===== src/rtl/irq_coal_pkg.sv =====
package irq_coal_pkg;
    typedef enum logic {
        SRC_FRAME_END = 1'b0,
        SRC_DESC_FLAG = 1'b1
    } evt_src_e;

    localparam int DEF_CNT_W  = 8;
    localparam int DEF_PEND_W = 4;
endpackage


===== src/rtl/irq_evt_qual.sv =====
module irq_evt_qual
    import irq_coal_pkg::*;
(
    input  logic sel_src,
    input  logic frame_end,
    input  logic desc_flag,
    input  logic desc_done,
    input  logic fifo_empty,
    output logic evt_valid
);
    evt_src_e src;
    logic     raw_evt;

    always_comb begin
        src = evt_src_e'(sel_src);
        case (src)
            SRC_FRAME_END: raw_evt = frame_end;
            SRC_DESC_FLAG: raw_evt = desc_flag;
            default:       raw_evt = 1'b0;
        endcase
        evt_valid = raw_evt & desc_done & fifo_empty;
    end
endmodule


===== src/rtl/irq_coal_down.sv =====
module irq_coal_down #(
    parameter int               CNT_W   = 8,
    parameter logic [CNT_W-1:0] RST_VAL = 4
) (
    input  logic             clk,
    input  logic             rst_n,
    input  logic             thr_we,
    input  logic [CNT_W-1:0] thr_wd,
    input  logic             force_ld,
    input  logic             evt,
    output logic [CNT_W-1:0] cnt_o,
    output logic [CNT_W-1:0] thr_o,
    output logic             term_o
);
    typedef struct packed {
        logic [CNT_W-1:0] cnt;
        logic [CNT_W-1:0] thr;
    } down_st_t;

    down_st_t st_d, st_q;
    logic     term_d;

    always_comb begin
        st_d   = st_q;
        term_d = 1'b0;
        if (thr_we) begin
            st_d.thr = thr_wd;
        end
        if (force_ld) begin
            st_d.cnt = st_q.thr;
        end else if (evt) begin
            if (st_q.cnt <= CNT_W'(1)) begin
                term_d   = 1'b1;
                st_d.cnt = st_q.thr;
            end else begin
                st_d.cnt = st_q.cnt - CNT_W'(1);
            end
        end
    end

    always_ff @(posedge clk) begin
        if (!rst_n) begin
            st_q.cnt <= RST_VAL;
            st_q.thr <= RST_VAL;
        end else begin
            st_q <= st_d;
        end
    end

    assign cnt_o  = st_q.cnt;
    assign thr_o  = st_q.thr;
    assign term_o = term_d;
endmodule


===== src/rtl/irq_pend_updn.sv =====
module irq_pend_updn #(
    parameter int PEND_W = 4
) (
    input  logic              clk,
    input  logic              rst_n,
    input  logic              inc,
    input  logic              ack,
    output logic [PEND_W-1:0] pend_o
);
    localparam logic [PEND_W-1:0] PEND_MAX = {PEND_W{1'b1}};

    typedef struct packed {
        logic [PEND_W-1:0] pend;
    } pend_st_t;

    pend_st_t st_d, st_q;
    logic     ack_eff;

    always_comb begin
        st_d    = st_q;
        ack_eff = ack && (st_q.pend != '0);
        if (inc && !ack_eff) begin
            if (st_q.pend != PEND_MAX) begin
                st_d.pend = st_q.pend + PEND_W'(1);
            end
        end else if (ack_eff && !inc) begin
            st_d.pend = st_q.pend - PEND_W'(1);
        end
    end

    always_ff @(posedge clk) begin
        if (!rst_n) begin
            st_q.pend <= '0;
        end else begin
            st_q <= st_d;
        end
    end

    assign pend_o = st_q.pend;
endmodule


===== src/rtl/irq_coalesce_ctr.sv =====
module irq_coalesce_ctr #(
    parameter int                CNT_W      = irq_coal_pkg::DEF_CNT_W,
    parameter int                PEND_W     = irq_coal_pkg::DEF_PEND_W,
    parameter logic [CNT_W-1:0]  RST_THRESH = 4
) (
    input  logic              clk,
    input  logic              rst_n,
    input  logic              wr_thr_we,
    input  logic [CNT_W-1:0]  wr_thr_data,
    input  logic              wr_load,
    input  logic              wr_ack,
    input  logic              cfg_use_ioe,
    input  logic              cfg_irq_en,
    input  logic              cfg_dly_en,
    input  logic              evt_eof,
    input  logic              evt_ioe,
    input  logic              evt_desc_done,
    input  logic              evt_fifo_empty,
    input  logic              tmr_fire,
    output logic              irq_out,
    output logic [CNT_W-1:0]  coal_count,
    output logic [CNT_W-1:0]  thr_value,
    output logic [PEND_W-1:0] pend_count
);
    logic evt_ok;
    logic reload_req;
    logic terminal;

    irq_evt_qual u_qual (
        .sel_src    (cfg_use_ioe),
        .frame_end  (evt_eof),
        .desc_flag  (evt_ioe),
        .desc_done  (evt_desc_done),
        .fifo_empty (evt_fifo_empty),
        .evt_valid  (evt_ok)
    );

    always_comb begin
        reload_req = wr_load | (tmr_fire & cfg_dly_en);
    end

    irq_coal_down #(
        .CNT_W   (CNT_W),
        .RST_VAL (RST_THRESH)
    ) u_down (
        .clk      (clk),
        .rst_n    (rst_n),
        .thr_we   (wr_thr_we),
        .thr_wd   (wr_thr_data),
        .force_ld (reload_req),
        .evt      (evt_ok),
        .cnt_o    (coal_count),
        .thr_o    (thr_value),
        .term_o   (terminal)
    );

    irq_pend_updn #(
        .PEND_W (PEND_W)
    ) u_pend (
        .clk    (clk),
        .rst_n  (rst_n),
        .inc    (terminal),
        .ack    (wr_ack),
        .pend_o (pend_count)
    );

    always_comb begin
        irq_out = cfg_irq_en && (pend_count != '0);
    end
endmodule


===== config.mk =====
export PLATFORM = sky130hd
export DESIGN_NAME = irq_coalesce_ctr
export DESIGN_NICKNAME = d
export VERILOG_FILES = /design/src/rtl/irq_coal_pkg.sv /design/src/rtl/irq_evt_qual.sv /design/src/rtl/irq_coal_down.sv /design/src/rtl/irq_pend_updn.sv /design/src/rtl/irq_coalesce_ctr.sv
export SDC_FILE = /design/constraint.sdc
export NUM_CORES = 1
export LEC_CHECK = 0
export BUFFER_PORTS_ARGS = -buffer_cell sky130_fd_sc_hd__buf_4
export CORE_MARGIN = 10
export CORE_UTILIZATION = 40
export DETAILED_ROUTE_END_ITERATION = 12
export PLACE_DENSITY = 0.66
export SETUP_SLACK_MARGIN = 0.1
export SLEW_MARGIN = 20
export SYNTH_ARGS = -nofsm -noshare
export SYNTH_HDL_FRONTEND = slang
export SYNTH_HIERARCHICAL = 1
export SYNTH_SLANG_ARGS = --single-unit
export TNS_END_PERCENT = 50

===== constraint.sdc =====
create_clock -name clk -period 3.7 [get_ports clk]
set_input_delay 0.925 -clock clk [delete_from_list [all_inputs] [get_ports clk]]
set_output_delay 0.925 -clock clk [all_outputs]
set_load 0.02 [all_outputs]

==> flow_summary.yaml, run 1 <==
sta:
  timing_worst_slew_pin_value_ps: 542
  hold_slack_ps: 501
  clock_skew_ps: 4.83
  fin_tns_setup_ps: 0
  max_freq_mhz: 332
  grt_setup_unrepaired: "false"
  min_period_ps: 3010
  finalSetupViolCount: 0
  finalHoldViolations: 0
  slew-limit-headroom_pct: 62.9
  layout_worst_path_cycle_share_pct: 81.4
  drv_slew: 0
  fin_ws_ps: 687
power:
  p_switching_uw: 325
  internal_power_uw: 512
  clockPowerShare_pct: 21.9
  comb_power_share_pct: 41.1
  pwr_density_cell_nw_per_um2: 499
  seq_power_share_pct: 37.0
  power.switching_fraction_pct: 38.8
  vdd_ir_drop_max_mv: 0.262
  p_leak_uw: 0.000712
synthesis:
  number_of_storage_elements_in_the_synthesis_netlist: 20
  synth_edf_count: 0
  seq_area_frac_synth_pct: 31.5
  synth-warning-count: 6
  synthArstFlopShare_pct: 0
  distinct_cell_type_count_after_synthesis: 50
  post_synth_inst_count: 145
  syn-cell-area_um2: 1270
  most_used_dff_post_synth: "sky130_fd_sc_hd__dfxtp_1"
  synthesis.area_per_instance_um2: 8.76
  syn_nets: 171
hold_path:
  hold_path.class: "reg2reg"
  worst_hold_path.num_cells: 2
  worst_hold_path.endpoint: "u_down/cnt_o[5]"
  timing.hold.worst.start: "u_down/thr_o[5]"
job:
  max-cap-violations: 0
status:
  outcome: "complete, no violations"
cells_and_area:
  post_route_cells_drive_above_1_share_pct: 31.0
  nFillCells: 305
  antenna_cells_inserted: 0
  multi_input_area_um2: 816
  area_growth_pct: 32.0
  post_layout_nonfiller_instances: 231
  nNetsFinal: 214
  final-seq-area_um2: 400
clock_tree:
  cts.htree.levels: 1
  number_of_buffers_on_the_longest_clock_path: 2
  cts_hold_buf: 0
  root_buffer: "sky130_fd_sc_hd__clkbuf_4"
  post_cts.repair.setup_buffers: 0
  cts-resized-gates: 0
  clock-sinks: 20
  clock_latency_late_sink_ps: 310
  cts.clk_slew.worst_paths_ps: 120
  cts_tree: "done"
  cts_inserted_buffers: 3
placement:
  numPortBuffers: 41
  dp_cells: 227
  hpwlAfterDp_um: 2710
  detailedPlace.worstSlack_ps: 457
  gp_routability_congestion: 0.758
floorplanning:
  floorplan.die.width_um: 76.3
  rows: 20
  initial_core_util_pct: 41.6
  die-area_um2: 5830
  fp.dieH_um: 76.3
  coreArea_um2: 3050
  io_pins: 42
detailed_routing:
  detail_route.wirelength_um: 3510
  first_pass_iters: 4
  final_antenna_net_count: 0
  drc: 0
  viasPerCell: 5.50
  1st_iter_drt_viols: 110
  wire_per_inst_um: 15.2
  via_count: 1270
grt:
  grt_pass1_vias: 1267
  grt_first_pass_wirelength_um: 5810
  grt_start_max_net_pins: 13
  overflow: 0
  combined_global_route_utilization_of_all_metal_layers_pct: 11.3
  antenna_found_initial: 0
setup_path:
  rr_worst_depth: 10
  worst-path-max-fanout: 7
  cp-start-kind: "flip-flop"
  worstSetupEndpointType: "flip-flop"
  regToRegStartpoint: "u_down/cnt_o[0]"
  timing.critical_path.arrival_ps: 3210
  worst-endpoint-required_ps: 3900
  rr_endpoint: "u_pend/pend_o[3]"
  criticalPathCategory: "reg2reg"
  ff2ff_setup_slack_ps: 690
-- worst max-delay path, cell delays in order (launching register included) --
cell and delay (ps):
sky130_fd_sc_hd__dfxtp_1 470, sky130_fd_sc_hd__inv_1 80, sky130_fd_sc_hd__ha_1 240, sky130_fd_sc_hd__or2_1 310, sky130_fd_sc_hd__nand3_1 140, sky130_fd_sc_hd__nor2_1 70
sky130_fd_sc_hd__nand2b_1 210, sky130_fd_sc_hd__ha_1 320, sky130_fd_sc_hd__a21oi_1 320, sky130_fd_sc_hd__a2111oi_0 210, sky130_fd_sc_hd__or4_1 540
-- cells in the final DEF, fill, tap and decap left out, types with 2 or more instances in the layout --
cell / instances
sky130_fd_sc_hd__mux2i_1: 13
sky130_fd_sc_hd__or3_1: 4
sky130_fd_sc_hd__inv_1: 5
sky130_fd_sc_hd__nand2_1: 8
sky130_fd_sc_hd__clkbuf_4: 3
sky130_fd_sc_hd__a21oi_1: 8
sky130_fd_sc_hd__nor2b_1: 2
sky130_fd_sc_hd__nand3_1: 6
sky130_fd_sc_hd__o21ai_0: 3
sky130_fd_sc_hd__buf_4: 44
sky130_fd_sc_hd__ha_1: 4
sky130_fd_sc_hd__or4_1: 3
sky130_fd_sc_hd__a31oi_1: 4
sky130_fd_sc_hd__a21o_1: 2
sky130_fd_sc_hd__o22ai_1: 2
sky130_fd_sc_hd__dfxtp_1: 20
sky130_fd_sc_hd__a22oi_1: 2
sky130_fd_sc_hd__nor2_1: 15
sky130_fd_sc_hd__nand2b_1: 4
sky130_fd_sc_hd__o41a_1: 2
sky130_fd_sc_hd__nor3_1: 4
-- cells in the mapped netlist, types with 2 or more instances --
| library cell | count | area (um2) |
|---|---|---|
| sky130_fd_sc_hd__or4_1 | 3 | 22.5 |
| sky130_fd_sc_hd__o21ai_0 | 3 | 15.0 |
| sky130_fd_sc_hd__dfxtp_1 | 20 | 400 |
| sky130_fd_sc_hd__nand3_1 | 6 | 30.0 |
| sky130_fd_sc_hd__o22ai_1 | 2 | 12.5 |
| sky130_fd_sc_hd__a21oi_1 | 8 | 40.0 |
| sky130_fd_sc_hd__nor2b_1 | 2 | 12.5 |
| sky130_fd_sc_hd__a21o_1 | 2 | 15.0 |
| sky130_fd_sc_hd__o41a_1 | 2 | 22.5 |
| sky130_fd_sc_hd__nand2b_1 | 4 | 25.0 |
| sky130_fd_sc_hd__a22oi_1 | 2 | 15.0 |
| sky130_fd_sc_hd__nor3_1 | 4 | 20.0 |
| sky130_fd_sc_hd__nand2_1 | 8 | 30.0 |
| sky130_fd_sc_hd__or3_1 | 4 | 25.0 |
| sky130_fd_sc_hd__mux2i_1 | 13 | 130 |
| sky130_fd_sc_hd__a31oi_1 | 4 | 25.0 |
| sky130_fd_sc_hd__inv_1 | 5 | 18.8 |
| sky130_fd_sc_hd__ha_1 | 4 | 50.1 |
| sky130_fd_sc_hd__clkbuf_1 | 4 | 15.0 |
| sky130_fd_sc_hd__nor2_1 | 15 | 56.3 |
-- final cells by class --
cell class              count  area share (%)
multi-input cells         113            48.7
flip-flops and latches     20            23.9
repair buffers             44            19.7
well taps                  44            3.28
clock inverters             1            1.79
clock buffers               3            1.34
inverters                   6            1.34
-- registers in the layout, indices dropped and copies added, names as in the netlist --
| register | flops |
|---|---|
| u_down/cnt_o | 8 |
| u_down/thr_o | 8 |
| u_pend/pend_o | 4 |
-- metal layers --
| metal | vias to the layer above | wire length (um) | GRT usage [%] |
|---|---|---|---|
| met5 | - | 0 | 0 |
| met4 | 0 | 71 | 4.09 |
| met3 | 10 | 239 | 2.71 |
| met2 | 43 | 1560 | 17.6 |
| met1 | 586 | 1640 | 14.6 |
| li1 | 631 | - | - |
-- metrics by stage --
step	instance area (um2)	power (uW)	util, %
global placement	1620	640	53.2
finish	1680	836	54.9
global route	1680	883	54.9
floorplan	1270	525	-
CTS	1680	840	54.9
detailed placement	1620	656	53.2
-- cell families (layout without fill, tap and decap cells) --
logic type,after synthesis,count (layout),synth area share [%]
xor gates and xnor gates,1,1,0.690
adders and majority gates,5,5,5.52
DFF,20,20,31.5
buffers and inverters,12,54,4.24
AOI/OAI and AO/OA,35,35,20.6
muxes,13,13,10.2
and+or+nand+nor,59,59,27.2
-- worst max path at each step --
stage                     from  slack (ps)               end
6_report       u_down/cnt_o[0]         690  u_pend/pend_o[3]
5_1_grt        u_down/cnt_o[0]         520  u_pend/pend_o[3]
4_1_cts        u_down/cnt_o[0]         730  u_pend/pend_o[3]
3_5_place_dp          tmr_fire         460  u_pend/pend_o[3]
3_3_place_gp          tmr_fire         620  u_pend/pend_o[3]
2_1_floorplan      cfg_use_ioe         590  u_pend/pend_o[3]
-- power by group through the flow --
stage	Clock, uW	Sequential (uW)	Combinational, uW
floorplan	0	333	192
global placement	0	312	329
detailed placement	0	314	342
CTS	186	309	345
global route	192	317	373
finish	184	309	344
No activity file was read; power rests on OpenSTA's default activity.
==> inputs of run 2 (changes only) <==
--- a/config.mk
+++ b/config.mk
@@ -5,11 +5,12 @@
 export SDC_FILE = /design/constraint.sdc
 export NUM_CORES = 1
 export LEC_CHECK = 0
+export ABC_AREA = 1
 export BUFFER_PORTS_ARGS = -buffer_cell sky130_fd_sc_hd__buf_4
 export CORE_MARGIN = 10
 export CORE_UTILIZATION = 40
 export DETAILED_ROUTE_END_ITERATION = 12
-export PLACE_DENSITY = 0.66
+export PLACE_DENSITY = 0.69
 export SETUP_SLACK_MARGIN = 0.1
 export SLEW_MARGIN = 20
 export SYNTH_ARGS = -nofsm -noshare
==> constraint.sdc (replaced) <==
create_clock -name clk -period 2.77 [get_ports clk]
set_input_delay 0.6925 -clock clk [delete_from_list [all_inputs] [get_ports clk]]
set_output_delay 0.6925 -clock clk [all_outputs]
set_load 0.02 [all_outputs]
==> flow_summary.yaml, run 2 <==
placement:
  hpwlAfterDp_um: 2470
  numPortBuffers: 41
  gp_routability_congestion: 0.861
  dp_cells: 255
floorplanning:
  rows: 20
  die-area_um2: 5690
  fp.dieH_um: 75.5
  coreArea_um2: 3000
  initial_core_util_pct: 41.0
  io_pins: 42
  floorplan.die.width_um: 75.5
cells_and_area:
  nFillCells: 317
  final_cell_mix: "sky130_fd_sc_hd__buf_4 (42), sky130_fd_sc_hd__nand2_1 (35), sky130_fd_sc_hd__nor2_1 (27), sky130_fd_sc_hd__inv_1 (23), sky130_fd_sc_hd__dfxtp_1 (20)"
  mostFrequentLayoutCell: "sky130_fd_sc_hd__buf_4"
  area_growth_pct: 29.3
  antenna_cells_inserted: 0
  post_layout_nonfiller_instances: 258
  nNetsFinal: 253
  post_route_cells_drive_above_1_share_pct: 28.4
clock_tree:
  root_buffer: "sky130_fd_sc_hd__clkbuf_4"
  cts_hold_buf: 0
  clock-sinks: 20
  cts.clk_slew.worst_paths_ps: 100
  number_of_buffers_on_the_longest_clock_path: 2
  cts.htree.levels: 1
  cts-resized-gates: 0
  post_cts.repair.setup_buffers: 0
  cts_inserted_buffers: 3
  cts_tree: "done"
  clock_latency_late_sink_ps: 290
synthesis:
  syn-cell-area_um2: 1230
  syn_nets: 209
  main_area_contributors_after_synthesis: "sky130_fd_sc_hd__dfxtp_1 (33%), sky130_fd_sc_hd__nand2_1 (11%), sky130_fd_sc_hd__nor2_1 (8.2%)"
  seq_area_frac_synth_pct: 32.6
  synthesis.area_per_instance_um2: 6.72
  proportion_of_netlist_area_held_by_the_largest_area_contributor_pct: 32.6
  synthArstFlopShare_pct: 0
  distinct_cell_type_count_after_synthesis: 28
  synth-warning-count: 6
  synth.largest_area_cell: "sky130_fd_sc_hd__dfxtp_1"
  ys_top_cells_by_count: "sky130_fd_sc_hd__nand2_1 (35), sky130_fd_sc_hd__nor2_1 (27), sky130_fd_sc_hd__inv_1 (23), sky130_fd_sc_hd__dfxtp_1 (20), sky130_fd_sc_hd__o21ai_0 (15)"
  synth_edf_count: 0
  post_synth_inst_count: 183
  most_used_dff_post_synth: "sky130_fd_sc_hd__dfxtp_1"
  number_of_storage_elements_in_the_synthesis_netlist: 20
  yosys.cell_count.top_type: "sky130_fd_sc_hd__nand2_1"
sta:
  finalSetupViolCount: 0
  slew-limit-headroom_pct: 80.0
  finalHoldViolations: 0
  drv_slew: 0
  layout_worst_path_cycle_share_pct: 85.9
  grt_setup_unrepaired: "false"
  min_period_ps: 2380
  max_freq_mhz: 420
  hold_slack_ps: 487
  clock_skew_ps: 3.65
  fin_tns_setup_ps: 0
  timing_worst_slew_pin_value_ps: 298
grt:
  combined_global_route_utilization_of_all_metal_layers_pct: 11.5
  grt_pass1_vias: 1208
  grt_start_max_net_pins: 15
  overflow: 0
  antenna_found_initial: 0
  grt_first_pass_wirelength_um: 5310
detailed_routing:
  via_count: 1242
  detail_route.wirelength_um: 3100
  viasPerCell: 4.81
  first_pass_iters: 4
  final_antenna_net_count: 0
  1st_iter_drt_viols: 86
  drc: 0
  wire_per_inst_um: 12.0
setup_path:
  critPathMostFrequentCell: "sky130_fd_sc_hd__nor2_1"
  timing.critical_path.arrival_ps: 2580
  worst-path-max-fanout: 5
  cp-start-kind: "flip-flop"
  critical_path.cell_chain: "inv_1 -> ha_1 -> nor2_1 -> nor2_1 -> nand2_4 -> nor2_1 -> nand2_2 -> ha_1 -> nand2_1 -> nand2_1 -> nor2_1 -> nand3_1 -> nand2_1 -> nor2_2 -> nor2_1 -> nor2_1"
  worst_path_dominant_cell_family: "simple AND/OR/NAND/NOR gates"
  worst_path_max_delay_cell: "sky130_fd_sc_hd__dfxtp_1"
  worst-endpoint-required_ps: 2970
  worstSetupEndpointType: "flip-flop"
  criticalPathCategory: "reg2reg"
  critPathBufInv: 1
  cpPeakStageDelay_ps: 350
power:
  internal_power_uw: 594
  power.switching_fraction_pct: 43.0
  comb_power_share_pct: 49.3
  seq_power_share_pct: 38.0
  p_switching_uw: 448
  pwr_density_cell_nw_per_um2: 655
  vdd_ir_drop_max_mv: 0.312
  p_leak_uw: 0.000805
  clockPowerShare_pct: 12.7
job:
  max-cap-violations: 0
hold_path:
  hold_path.class: "reg2reg"
status:
  outcome: "complete, no violations"
## run 2: tightest hold or removal path, cell delays in order, from the launching register on
cell and delay (ps):
sky130_fd_sc_hd__dfxtp_1 330, sky130_fd_sc_hd__inv_1 70, sky130_fd_sc_hd__a21oi_1 60
## run 2: cell type report
class / count / area [um2] / share of cell area, %
multi-input cells: 133 / 707 / 44.5
flip-flops and latches: 20 / 400 / 25.2
clock buffers: 3 / 22.5 / 1.42
inverters: 27 / 104 / 6.53
well taps: 33 / 41.3 / 2.60
repair buffers: 42 / 315 / 19.8
## run 2: logic make-up after synthesis
group | Yosys count | synth area share [%]
AOI/OAI and AO/OA | 36 | 16.2
xor gates and xnor gates | 2 | 1.42
adders and majority gates | 5 | 5.70
buffers and inverters | 30 | 9.97
DFF | 20 | 32.6
and+or+nand+nor | 90 | 34.2
## run 2: worst paths after layout
path	start	to	slack, ps	cells after the start
worst min-delay path	u_down/thr_o[3]	u_down/thr_o[3]	490	2
worst max register to register	u_down/cnt_o[0]	u_pend/pend_o[3]	390	16
worst max-delay path	u_down/cnt_o[0]	u_pend/pend_o[3]	390	16
worst min register to register	u_down/thr_o[3]	u_down/thr_o[3]	490	2
## run 2: stage by stage
| stage | utilization (%) | setup slack [ps] | power [uW] | cell area, um2 |
|---|---|---|---|---|
| 4_1_cts | 53.0 | 427 | 1050 | 1590 |
| 3_3_place_gp | 52.2 | 300 | 915 | 1570 |
| 3_5_place_dp | 52.2 | 224 | 915 | 1570 |
| 5_1_grt | 53.0 | 131 | 1140 | 1590 |
| 6_report | 53.0 | 390 | 1040 | 1590 |
| 2_1_floorplan | - | 369 | 746 | 1230 |
## run 2: per-layer routing
metal | vias to the layer above | share of wire, % | track usage, %
met2 | 38 | 41 | 16.8
met1 | 530 | 51 | 15.6
met3 | 2 | 7.5 | 2.21
met5 | - | 0 | 0
met4 | 0 | 0.87 | 5.98
li1 | 672 | - | -
## run 2: power groups by stage
stage,registers (uW),logic [uW],clock network [uW]
after floorplan,442,304,0
after global placement,405,510,0
after detailed placement,404,511,0
after CTS,398,513,143
after global routing,408,579,150
final,396,513,132
==> inputs of run 3 (changes only) <==
--- a/config.mk
+++ b/config.mk
@@ -9,9 +9,12 @@
 export BUFFER_PORTS_ARGS = -buffer_cell sky130_fd_sc_hd__buf_4
 export CORE_MARGIN = 10
 export CORE_UTILIZATION = 40
+export CTS_BUF_LIST = sky130_fd_sc_hd__clkbuf_8
 export DETAILED_ROUTE_END_ITERATION = 12
+export MAX_ROUTING_LAYER = met4
 export PLACE_DENSITY = 0.69
 export SETUP_SLACK_MARGIN = 0.1
+export SKIP_LAST_GASP = 1
 export SLEW_MARGIN = 20
 export SYNTH_ARGS = -nofsm -noshare
 export SYNTH_HDL_FRONTEND = slang
==> flow_summary.yaml, run 3 (synthesis results as in run 2) <==
sta:
  finalHoldViolations: 0
  min_period_ps: 2370
  fin_tns_setup_ps: 0
  finalSetupViolCount: 0
  slew-limit-headroom_pct: 80.0
  max_freq_mhz: 422
  grt_setup_unrepaired: "false"
  timing_worst_slew_pin_value_ps: 300
  clock_skew_ps: 5.09
  drv_slew: 0
  layout_worst_path_cycle_share_pct: 85.5
floorplanning:
  coreArea_um2: 3000
  die-area_um2: 5690
  fp.dieH_um: 75.5
  rows: 20
  initial_core_util_pct: 41.0
  io_pins: 42
  floorplan.die.width_um: 75.5
hold_path:
  hold_path.class: "reg2reg"
setup_path:
  cpPeakStageDelay_ps: 340
  timing.critical_path.arrival_ps: 2520
  worstSetupEndpointType: "flip-flop"
  cp-start-kind: "flip-flop"
  worst_path_max_delay_cell: "sky130_fd_sc_hd__dfxtp_1"
  worst-endpoint-required_ps: 2920
  critical_path.cell_chain: "inv_1 -> ha_1 -> nor2_1 -> nor2_1 -> nand2_4 -> nor2_1 -> nand2_2 -> ha_1 -> nand2_1 -> nand2_1 -> nor2_1 -> nand3_1 -> nand2_1 -> nor2_2 -> nor2_1 -> nor2_1"
  worst-path-max-fanout: 5
  criticalPathCategory: "reg2reg"
  critPathMostFrequentCell: "sky130_fd_sc_hd__nor2_1"
clock_tree:
  cts_inserted_buffers: 3
  clock-sinks: 20
  cts-resized-gates: 0
  cts.clk_slew.worst_paths_ps: 70
  number_of_buffers_on_the_longest_clock_path: 2
  root_buffer: "sky130_fd_sc_hd__clkbuf_8"
  clock_latency_late_sink_ps: 260
  post_cts.repair.setup_buffers: 0
  cts_hold_buf: 0
  cts_tree: "done"
  cts.htree.levels: 1
detailed_routing:
  drc: 0
  final_antenna_net_count: 0
  1st_iter_drt_viols: 76
  viasPerCell: 4.89
  detail_route.wirelength_um: 3170
  first_pass_iters: 4
  wire_per_inst_um: 12.3
  via_count: 1261
grt:
  combined_global_route_utilization_of_all_metal_layers_pct: 12.1
  grt_start_max_net_pins: 15
  grt_first_pass_wirelength_um: 5410
  antenna_found_initial: 0
  overflow: 0
  grt_pass1_vias: 1235
placement:
  placement.cell_area_um2: 1570
  numPortBuffers: 41
  gp_routability_congestion: 0.875
  hpwlAfterDp_um: 2470
  dp_cells: 255
cells_and_area:
  antenna_cells_inserted: 0
  mostFrequentLayoutCell: "sky130_fd_sc_hd__buf_4"
  nFillCells: 313
  postLayoutCellArea_um2: 1610
  final_cell_mix: "sky130_fd_sc_hd__buf_4 (42), sky130_fd_sc_hd__nand2_1 (35), sky130_fd_sc_hd__nor2_1 (27), sky130_fd_sc_hd__inv_1 (23), sky130_fd_sc_hd__dfxtp_1 (20)"
  post_layout_nonfiller_instances: 258
  nNetsFinal: 253
  area_growth_pct: 30.8
  post_route_cells_drive_above_1_share_pct: 28.4
status:
  outcome: "complete, no violations"
power:
  vdd_ir_drop_max_mv: 0.327
  total_power_uw: 1100
  p_leak_uw: 0.000812
  pwr_density_cell_nw_per_um2: 684
job:
  max-cap-violations: 0
-- run 3: cell counts in the layout (fill, tap and decap cells not counted) --
No cell type changed its count.
-- run 3: final cells by class --
class                   count  area, um2  share of cell area, %
multi-input cells         133        707                   43.9
repair buffers             42        315                   19.6
inverters                  27        104                   6.45
flip-flops and latches     20        400                   24.9
well taps                  33       41.3                   2.57
clock buffers               3       41.3                   2.57
-- run 3: routing by layer --
layer,track usage (%),part of all wire (%),up-vias
met3,2.34,7.3,4
li1,-,-,669
met2,17.5,41,48
met1,15.7,50,540
met5,-,0,-
met4,6.39,1.2,0
-- run 3: worst max-delay path: cells and delay by family (launching register included) --
kind / cells / cell delay (ps)
adder cells (fa/ha/maj): 2 / 530
buffers and inverters: 1 / 130
flip-flops: 1 / 340
AND/OR/NAND/NOR: 13 / 1240
-- run 3: final timing paths --
kind / startpoint / endpoint / slack, ps / cells after the start
worst max-delay path: u_down/cnt_o[0] / u_pend/pend_o[3] / 400 / 16
worst min-delay path: u_down/thr_o[3] / u_down/thr_o[3] / 480 / 2
worst max register to register: u_down/cnt_o[0] / u_pend/pend_o[3] / 400 / 16
worst min register to register: u_down/thr_o[3] / u_down/thr_o[3] / 480 / 2
-- run 3: power by group --
| group | switching, uW | internal (uW) |
|---|---|---|
| sequential | 65.1 | 332 |
| clock | 90.1 | 96.7 |
| combinational | 305 | 212 |
-- run 3: per-stage QoR --
step                      hold slack [ps]  worst slack, ps  util (%)
after detailed placement              476              224      52.2
final                                 484              401      53.6
after global placement                470              300      52.2
after CTS                             489              429      53.6
after global routing                  512              136      53.6
after floorplan                       546              369         -
